===== config.mk =====
export PLATFORM = sky130hd
export DESIGN_NAME = mm_addr_xlat
export DESIGN_NICKNAME = d
export VERILOG_FILES = /design/src/rtl/mm_xlat_pkg.sv /design/src/rtl/mm_sec_regs.sv /design/src/rtl/mm_sec_match.sv /design/src/rtl/mm_sec_pick.sv /design/src/rtl/mm_addr_xlat.sv
export SDC_FILE = /design/constraint.sdc
export NUM_CORES = 1
export LEC_CHECK = 0
export ABC_CLOCK_PERIOD_IN_PS = 6800
export BUFFER_PORTS_ARGS = -buffer_cell sky130_fd_sc_hd__buf_2
export CAP_MARGIN = 10
export CORE_UTILIZATION = 60
export DETAILED_ROUTE_END_ITERATION = 10
export PLACE_DENSITY = 0.78
export SYNTH_ARGS = -nofsm -noshare
export SYNTH_HDL_FRONTEND = slang
export SYNTH_SLANG_ARGS = --single-unit

===== constraint.sdc =====
create_clock -name clk -period 6.8 [get_ports clk]
set_input_delay 1.36 -clock clk [delete_from_list [all_inputs] [get_ports clk]]
set_output_delay 1.36 -clock clk [all_outputs]
set_load 0.1 [all_outputs]

===== src/rtl/mm_xlat_pkg.sv =====
package mm_xlat_pkg;
    localparam int unsigned ADDR_W     = 32;
    localparam int unsigned NUM_SEC    = 4;
    localparam int unsigned SEC_W      = (NUM_SEC > 1) ? $clog2(NUM_SEC) : 1;
    localparam int unsigned UPD_AW     = 12;
    localparam int unsigned MAP_ORIGIN = 12'h7A0;
    localparam int unsigned SEC_STRIDE = 4;
    localparam int unsigned MAP_END    = MAP_ORIGIN + SEC_STRIDE * NUM_SEC;

    typedef enum logic [1:0] {
        FLD_BASE = 2'd0,
        FLD_MASK = 2'd1,
        FLD_PHYS = 2'd2
    } fld_e;

    typedef struct packed {
        logic [ADDR_W-1:0] base;
        logic [ADDR_W-1:0] mask;
        logic [ADDR_W-1:0] phys;
    } sec_t;

    typedef struct packed {
        logic              valid;
        logic              hit;
        logic [SEC_W-1:0]  sec;
        logic [ADDR_W-1:0] addr;
    } rsp_t;

    function automatic logic [UPD_AW-1:0] fld_addr(input int unsigned s, input fld_e f);
        return UPD_AW'(MAP_ORIGIN + SEC_STRIDE * s + int'(f));
    endfunction
endpackage


===== src/rtl/mm_sec_regs.sv =====
module mm_sec_regs
    import mm_xlat_pkg::*;
#(
    parameter logic [ADDR_W-1:0] INIT_BASE = '0,
    parameter logic [ADDR_W-1:0] INIT_MASK = '0,
    parameter logic [ADDR_W-1:0] INIT_PHYS = '0
) (
    input  logic                    clk,
    input  logic                    rst,
    input  logic                    upd_valid,
    input  logic [UPD_AW-1:0]       upd_addr,
    input  logic [ADDR_W-1:0]       upd_data,
    output sec_t [NUM_SEC-1:0]      secs
);
    for (genvar s = 0; s < NUM_SEC; s++) begin : g_sec
        localparam sec_t RST_VAL = (s == 0) ? sec_t'{INIT_BASE, INIT_MASK, INIT_PHYS} : sec_t'('0);
        sec_t q;

        always_ff @(posedge clk) begin
            if (rst) begin
                q <= RST_VAL;
            end else if (upd_valid) begin
                if (upd_addr == fld_addr(s, FLD_BASE)) q.base <= upd_data;
                if (upd_addr == fld_addr(s, FLD_MASK)) q.mask <= upd_data;
                if (upd_addr == fld_addr(s, FLD_PHYS)) q.phys <= upd_data;
            end
        end

        assign secs[s] = q;
    end

    // Words that address no section field must leave the map untouched.
    logic in_window;
    assign in_window = (32'(upd_addr) >= MAP_ORIGIN) && (32'(upd_addr) < MAP_END)
                       && (upd_addr[1:0] != 2'd3);

    assert_no_stray_load_R8: assert property (@(posedge clk) disable iff (rst)
        !(upd_valid && in_window) |=> $stable(secs));
endmodule


===== src/rtl/mm_sec_match.sv =====
module mm_sec_match
    import mm_xlat_pkg::*;
(
    input  sec_t              sec,
    input  logic [ADDR_W-1:0] addr,
    output logic              hit,
    output logic [ADDR_W-1:0] xaddr
);
    logic enabled;
    assign enabled = |sec.mask;
    assign hit     = enabled && ((addr & ~sec.mask) == sec.base);
    assign xaddr   = (addr & sec.mask) | sec.phys;
endmodule


===== src/rtl/mm_sec_pick.sv =====
module mm_sec_pick
    import mm_xlat_pkg::*;
(
    input  logic [NUM_SEC-1:0]             hits,
    input  logic [NUM_SEC-1:0][ADDR_W-1:0] xaddrs,
    input  logic [ADDR_W-1:0]              raw_addr,
    output logic                           any_hit,
    output logic [SEC_W-1:0]               win_sec,
    output logic [ADDR_W-1:0]              out_addr
);
    always_comb begin
        any_hit  = 1'b0;
        win_sec  = '0;
        out_addr = raw_addr;
        // Walk from the top down so the lowest matching section is the last writer.
        for (int i = NUM_SEC - 1; i >= 0; i--) begin
            if (hits[i]) begin
                any_hit  = 1'b1;
                win_sec  = SEC_W'(i);
                out_addr = xaddrs[i];
            end
        end
    end
endmodule


===== src/rtl/mm_addr_xlat.sv =====
module mm_addr_xlat
    import mm_xlat_pkg::*;
#(
    parameter logic [ADDR_W-1:0] INIT_BASE = 32'h0000_0000,
    parameter logic [ADDR_W-1:0] INIT_MASK = 32'h000F_FFFF,
    parameter logic [ADDR_W-1:0] INIT_PHYS = 32'h4000_0000,
    parameter bit                PIPE      = 1'b1
) (
    input  logic              clk,
    input  logic              rst,
    input  logic              upd_valid,
    input  logic [11:0]       upd_addr,
    input  logic [31:0]       upd_data,
    input  logic              req_valid,
    input  logic [31:0]       req_addr,
    output logic              rsp_valid,
    output logic              rsp_hit,
    output logic [1:0]        rsp_sec,
    output logic [31:0]       rsp_addr
);
    sec_t [NUM_SEC-1:0]             secs;
    logic [NUM_SEC-1:0]             hits;
    logic [NUM_SEC-1:0][ADDR_W-1:0] xaddrs;
    logic                           pick_hit;
    logic [SEC_W-1:0]               pick_sec;
    logic [ADDR_W-1:0]              pick_addr;
    rsp_t                           comb_rsp;
    rsp_t                           out_rsp;

    mm_sec_regs #(
        .INIT_BASE(INIT_BASE), .INIT_MASK(INIT_MASK), .INIT_PHYS(INIT_PHYS)
    ) u_regs (
        .clk(clk), .rst(rst), .upd_valid(upd_valid),
        .upd_addr(upd_addr), .upd_data(upd_data), .secs(secs)
    );

    for (genvar s = 0; s < NUM_SEC; s++) begin : g_match
        mm_sec_match u_match (
            .sec(secs[s]), .addr(req_addr), .hit(hits[s]), .xaddr(xaddrs[s])
        );

        // A zero mask must keep this section silent.
        assert_zero_mask_silent_R4: assert property (@(posedge clk) disable iff (rst)
            (secs[s].mask == '0) |-> !hits[s]);

        // No higher-numbered section may win over this one.
        assert_low_section_wins_R6: assert property (@(posedge clk) disable iff (rst)
            hits[s] |-> (pick_hit && (32'(pick_sec) <= s)));
    end

    mm_sec_pick u_pick (
        .hits(hits), .xaddrs(xaddrs), .raw_addr(req_addr),
        .any_hit(pick_hit), .win_sec(pick_sec), .out_addr(pick_addr)
    );

    assign comb_rsp = '{valid: req_valid, hit: pick_hit, sec: pick_sec, addr: pick_addr};

    if (PIPE) begin : g_pipe
        always_ff @(posedge clk) begin
            if (rst) out_rsp <= '0;
            else     out_rsp <= comb_rsp;
        end

        assert_rsp_follows_req_R9: assert property (@(posedge clk) disable iff (rst)
            req_valid |=> rsp_valid);
        assert_no_spurious_rsp_R9: assert property (@(posedge clk) disable iff (rst)
            !req_valid |=> !rsp_valid);
        assert_miss_passthrough_R5: assert property (@(posedge clk) disable iff (rst)
            (req_valid && !(|hits)) |=> (!rsp_hit && rsp_addr == $past(req_addr)));
    end else begin : g_comb
        assign out_rsp = comb_rsp;

        assert_miss_passthrough_R5: assert property (@(posedge clk) disable iff (rst)
            (req_valid && !(|hits)) |-> (!rsp_hit && rsp_addr == req_addr));
    end

    assign rsp_valid = out_rsp.valid;
    assign rsp_hit   = out_rsp.hit;
    assign rsp_sec   = out_rsp.sec;
    assign rsp_addr  = out_rsp.addr;
endmodule


==> results_dict.tcl, run 1 <==
set metrics [dict create \
    outcome "completed" \
    cts_sinks 420 \
    fin_area_um2 20600 \
    synthToLayoutAreaGrowth_pct 10.7 \
    h-tree-depth 2 \
    path_clk_slew_ns 0.06 \
    crit_type "input port to flop" \
    total_power_mw 5.29 \
    max_stage_delay_ns 1.19 \
    track_usage_pct 44.0 \
    powerDensity_nw_per_um2 257 \
    rsz0062_at_grt "false" \
    final_common_cell "nand2_1" \
    worstPathArrival_ns 5.02 \
    fin_crit_sh_pct 66.8 \
    grt_pass1_wl_mm 103 \
    critPathBufInv 1 \
    yosys.area.top_type "dfxtp_1" \
    worst_pin_slew_ns 1.31 \
    dpl_cell_area_um2 19100 \
    port_buffers 115 \
    final_cell_mix "nand2_1 (781), a21oi_1 (440), dfxtp_1 (420)" \
    setup_tns_ns 0 \
    clk_latency_ns 0.56 \
    syn_nets 2500 \
    clockRootBuffer "clkbuf_16" \
    crit_fanout 20 \
    syn_area_per_cell_um2 7.67 \
    netlist.area_leader.share_pct 45.3 \
    yosysWarnings 0 \
    ctsHoldBuffers 0 \
    required_ns 7.28 \
    wire_per_inst_um 24.6 \
    multi_input_area_um2 9320 \
    synth_area_um2 18600 \
    yosysUniqueCellTypes 41 \
    antenna_left 0 \
    rows 64 \
    use_met3_pct 17.2 \
    syn_inst 2420 \
    use_met1_pct 56.8 \
    crit_family "simple AND/OR/NAND/NOR gates" \
    reg2regPathDepth 8 \
    start_util_pct 60.9 \
    r2r-start "u_regs.secs[239]" \
    die_w_um 178 \
    finalMaxSlewViolations 0 \
    cap_viol_max_count 0 \
    place_congestion 1.05 \
    ioPinCount 116 \
    drive_above_1_share_pct 10.2 \
    core_um2 30500 \
    grt_antenna_before_repair 11 \
    gr-usage-met2_pct 62.5 \
    power.leakage_nw 6.92 \
    skew_ns 0.0210 \
    wl_mm 70.1 \
    post_cts_buffers 0 \
    synth_area_leaders "dfxtp_1 (45%), nand2_1 (16%), a21oi_1 (12%), xnor2_1 (6.0%), nor2b_1 (4.4%)" \
    ys_ff_latch 420 \
    initialDrtViolationCount 3195 \
    start_kind "input port" \
    seq_area_frac_synth_pct 45.3 \
    cts_inserted_buffers 42 \
    grt_start_max_net_pins 236 \
    dr.pass1.iters 8 \
    timing.fmax_mhz 220 \
    slew_headroom_pct 12.5 \
    worst_path_max_delay_cell "nand2b_1" \
    ff_latch_area_um2 8410 \
    endpoint_kind "flop" \
    fin_crit_ns 4.54 \
    post_cts_resized 0 \
    tritoncts "yes" \
    die_area_um2 31700 \
    fillers 2484 \
    hp-start "u_regs.secs[300]" \
    num_vias 18500 \
    nNetsFinal 2496 \
    hold_class "flop to flop" \
    hold-path-endpoint "u_regs.secs[300]" \
    hold_path_depth 2 \
    gr-max-usage-layer "met2" \
    hold_viol 0 \
    path_cells "buf_2, nor2b_1, xnor2_1, nand4_1, nor4_1, nand4b_1, nand2b_1, o21ai_0, o21ai_2" \
    rrSetupSlack_ns 2.89 \
    setup_viol 0 \
    whs_ns 0.453 \
    reg2reg_to "rsp_addr[28]" \
    hpwl_mm 45.4 \
    grt_pass1_vias 16800 \
    drc_errors 0 \
    clockBufferDepth 3 \
    gr-total-overflow 0 \
    vias_per_cell 6.48 \
    die_h_um 178 \
    vdd_ir_drop_max_mv 0.186 \
]
==> metrics by stage <==
step	setup WS [ns]	util (%)	std cells
4_1_cts	2.57	67.3	2845
3_5_place_dp	2.01	62.5	2768
2_1_floorplan	3.72	-	2420
3_3_place_gp	2.06	62.5	2768
6_report	2.26	67.4	2851
5_1_grt	2.36	67.3	2846
==> how the worst max path moves through the flow <==
stage	startpoint	to	slack (ns)	cells after the start
floorplan	req_addr[18]	rsp_addr[12]	3.72	11
global placement	req_addr[15]	rsp_addr[28]	2.06	9
detailed placement	req_addr[15]	rsp_addr[28]	2.01	9
CTS	req_addr[15]	rsp_addr[28]	2.57	9
global route	req_addr[15]	rsp_addr[28]	2.36	9
finish	req_addr[15]	rsp_addr[28]	2.26	9
==> sequential cells by signal, summed over array words and instances, names as in the netlist <==
signal,count
rsp_sec,2
rsp_valid,1
rsp_addr,32
rsp_hit,1
u_regs.secs,384
==> cell families (layout without fill, tap and decap cells) <==
family / Yosys count / count (layout) / share of synthesized area, %
buf+inv: 197 / 226 / 4.77
simple gates: 1088 / 1088 / 26.1
other cells: 0 / 6 / 0
xor+xnor: 128 / 128 / 6.04
compound gates: 587 / 587 / 17.9
flops: 420 / 420 / 45.3
==> metal layers <==
layer  share of wire, %  vias up
met5              0.094        -
met4                6.1       10
met3                 17      318
met2                 41     1511
met1                 36     8575
li1                   -     8062
==> tightest hold or removal path, stage by stage, from the launching register on <==
cell and delay, ns:
dfxtp_1 0.31, nand2_1 0.05, a21oi_1 0.05
==> synthesized netlist by cell type (all sizes together) <==
| cell type | instances |
|---|---|
| nand2 | 783 |
| a21oi | 440 |
| dfxtp | 420 |
| clkbuf | 135 |
| nor2b | 131 |
| xnor2 | 128 |
| buf | 60 |
| o21ai | 58 |
| nand4 | 53 |
| nor4 | 40 |
| a211o | 32 |
| nand3b | 25 |
| nand3 | 24 |
| a21o | 19 |
| o22a | 19 |
| o221ai | 13 |
| nor2 | 12 |
| and2 | 5 |
| nand2b | 4 |
| nor3 | 4 |
| o211ai | 4 |
| inv | 2 |
| nor3b | 2 |
| a41oi | 1 |
| and2b | 1 |
| and3 | 1 |
| and4b | 1 |
| nand4b | 1 |
| o21a | 1 |
| or3 | 1 |
==> report_power, final <==
group,internal (mW),total [mW],switching [mW]
combinational,0.0838,0.353,0.269
clock,1.47,2.46,0.987
sequential,2.47,2.48,0.00686
total,4.02,5.29,1.26
==> cell type report <==
class	instances	area share [%]
clock inverters	11	0.633
clock buffers	66	6.54
multi-input cells	1803	45.3
inverters	2	0.0365
diodes	6	0.0730
well taps	396	2.41
repair buffers	147	4.08
flip-flops and latches	420	40.9
(Power assumes the default switching activity.)
==> run 2, diff against run 1 <==
--- a/config.mk
+++ b/config.mk
@@ -5,7 +5,7 @@
 export SDC_FILE = /design/constraint.sdc
 export NUM_CORES = 1
 export LEC_CHECK = 0
-export ABC_CLOCK_PERIOD_IN_PS = 6800
+export ABC_CLOCK_PERIOD_IN_PS = 4400
 export BUFFER_PORTS_ARGS = -buffer_cell sky130_fd_sc_hd__buf_2
 export CAP_MARGIN = 10
 export CORE_UTILIZATION = 60
==> constraint.sdc (replaced) <==
create_clock -name clk -period 4.4 [get_ports clk]
set_input_delay 0.88 -clock clk [delete_from_list [all_inputs] [get_ports clk]]
set_output_delay 0.88 -clock clk [all_outputs]
set_load 0.1 [all_outputs]
==> results_dict.tcl, run 2 (synthesized netlist as in run 1, its figures left out) <==
set metrics [dict create \
    power.leakage_nw 7.01 \
    fillers 2576 \
    finalWorstSetupSlack_ns 0.978 \
    finalMaxSlewViolations 0 \
    final_cells 2857 \
    gr-total-overflow 0 \
    start_kind "flop" \
    largest_reg_flops 384 \
    timing.fmax_mhz 292 \
    path_cells "nor4_1, nand4_1, o211ai_1, and3_1, buf_4, o21ai_0, o21ai_1" \
    ctsHoldBuffers 0 \
    grt_pass1_vias 16800 \
    final_cell_mix "nand2_1 (782), a21oi_1 (440), dfxtp_1 (420)" \
    skew_ns 0.0140 \
    port_buffers 115 \
    grt_antenna_before_repair 2 \
    power.net_switching_mw 2.00 \
    max_stage_delay_ns 1.04 \
    hpwl_mm 47.6 \
    swShare_pct 23.6 \
    endpoint_kind "flop" \
    die_w_um 178 \
    fin_crit_ns 3.42 \
    core_um2 30500 \
    slew_headroom_pct 19.1 \
    grt_start_max_net_pins 104 \
    whs_ns 0.455 \
    total_power_mw 8.47 \
    rrSetupSlack_ns 0.98 \
    pre_cts_ws_ns 0.741 \
    path_clk_slew_ns 0.06 \
    die_h_um 178 \
    cts_inserted_buffers 44 \
    hold_path_depth 2 \
    vdd_ir_drop_max_mv 0.313 \
    ff_latch_area_um2 8410 \
    hold_class "flop to flop" \
    place_congestion 1.04 \
    reg2reg_to "rsp_addr[2]" \
    crit_fanout 23 \
    worst_path_max_delay_cell "and3_1" \
    hold_viol 0 \
    worstPathArrival_ns 3.89 \
    crit_family "simple AND/OR/NAND/NOR gates" \
    num_vias 18400 \
    outcome "completed" \
    wire_per_inst_um 24.8 \
    drive_above_1_share_pct 10.6 \
    synthToLayoutAreaGrowth_pct 11.6 \
    final_common_cell "nand2_1" \
    dp_cells 2779 \
    powerDensity_nw_per_um2 409 \
    grt_pass1_wl_mm 104 \
    hp-start "u_regs.secs[315]" \
    h-tree-depth 2 \
    dr.pass1.iters 6 \
    die_area_um2 31700 \
    hold-path-endpoint "u_regs.secs[315]" \
    startpoint "u_regs.secs[53]" \
    cts_sinks 420 \
    clk_latency_ns 0.54 \
    antenna_left 0 \
    fin_crit_sh_pct 77.8 \
    setup_viol 0 \
    rsz0062_at_grt "false" \
    nNetsFinal 2509 \
    ioPinCount 116 \
    post_cts_resized 0 \
    power.internal_mw 6.47 \
    post_cts_buffers 0 \
    multi_input_area_um2 9310 \
    setup_tns_ns 0 \
    track_usage_pct 44.6 \
    wl_mm 71.0 \
    initialDrtViolationCount 3047 \
    worst_pin_slew_ns 1.21 \
    tritoncts "yes" \
    power_frac_comb_pct 6.6 \
    vias_per_cell 6.43 \
    required_ns 4.87 \
    rows 64 \
    drc_errors 0 \
    pwr-share-clk_pct 48.2 \
    clockBufferDepth 3 \
    start_util_pct 60.9 \
    r2r-start "u_regs.secs[53]" \
    reg2regPathDepth 7 \
    seqPwrFrac_pct 45.2 \
    cap_viol_max_count 0 \
    critPathBufInv 1 \
    clockRootBuffer "clkbuf_16" \
    crit_type "flop to flop" \
]
-- run 2: worst max path at each step --
stage / endpoint / slack [ns] / depth (start not counted)
floorplan: rsp_addr[12] / 1.80 / 11
global placement: rsp_addr[1] / 0.79 / 10
detailed placement: rsp_addr[1] / 0.74 / 10
CTS: rsp_addr[2] / 1.11 / 7
global route: rsp_addr[2] / 0.91 / 7
finish: rsp_addr[2] / 0.98 / 7
-- run 2: cell type report --
cell class	count	share of cell area, %
multi-input cells	1803	44.9
flip-flops and latches	420	40.6
clock buffers	61	6.25
repair buffers	158	4.44
well taps	396	2.39
clock inverters	16	1.38
inverters	2	0.0362
diodes	1	0.0121
-- run 2: layer usage --
layer,track usage [%],vias up,part of all wire [%]
met5,0,-,0
met4,19.7,0,4.7
met3,13.3,258,16
met2,64.5,1421,42
met1,61.0,8616,37
li1,-,8080,-
-- run 2: metrics by stage --
stage	utilization, %	instance area (µm²)
4_1_cts	67.9	20700
2_1_floorplan	-	18600
3_3_place_gp	62.7	19100
6_report	67.9	20700
5_1_grt	67.9	20700
3_5_place_dp	62.7	19100
-- run 2: worst register-to-register path, stage by stage (launching register included) --
cell,delay [ns]
dfxtp_1,0.38
nor4_1,0.63
nand4_1,0.23
o211ai_1,0.41
and3_1,1.05
buf_4,0.37
o21ai_0,0.13
o21ai_1,0.16
-- run 2: power groups by stage --
stage / sequential (mW) / combinational [mW] / clock (mW)
after CTS: 3.83 / 0.537 / 4.07
after floorplan: 4.02 / 0.247 / 0
after detailed placement: 3.91 / 0.535 / 0
after global placement: 3.91 / 0.533 / 0
final: 3.83 / 0.558 / 4.08
after global routing: 3.83 / 0.567 / 4.25
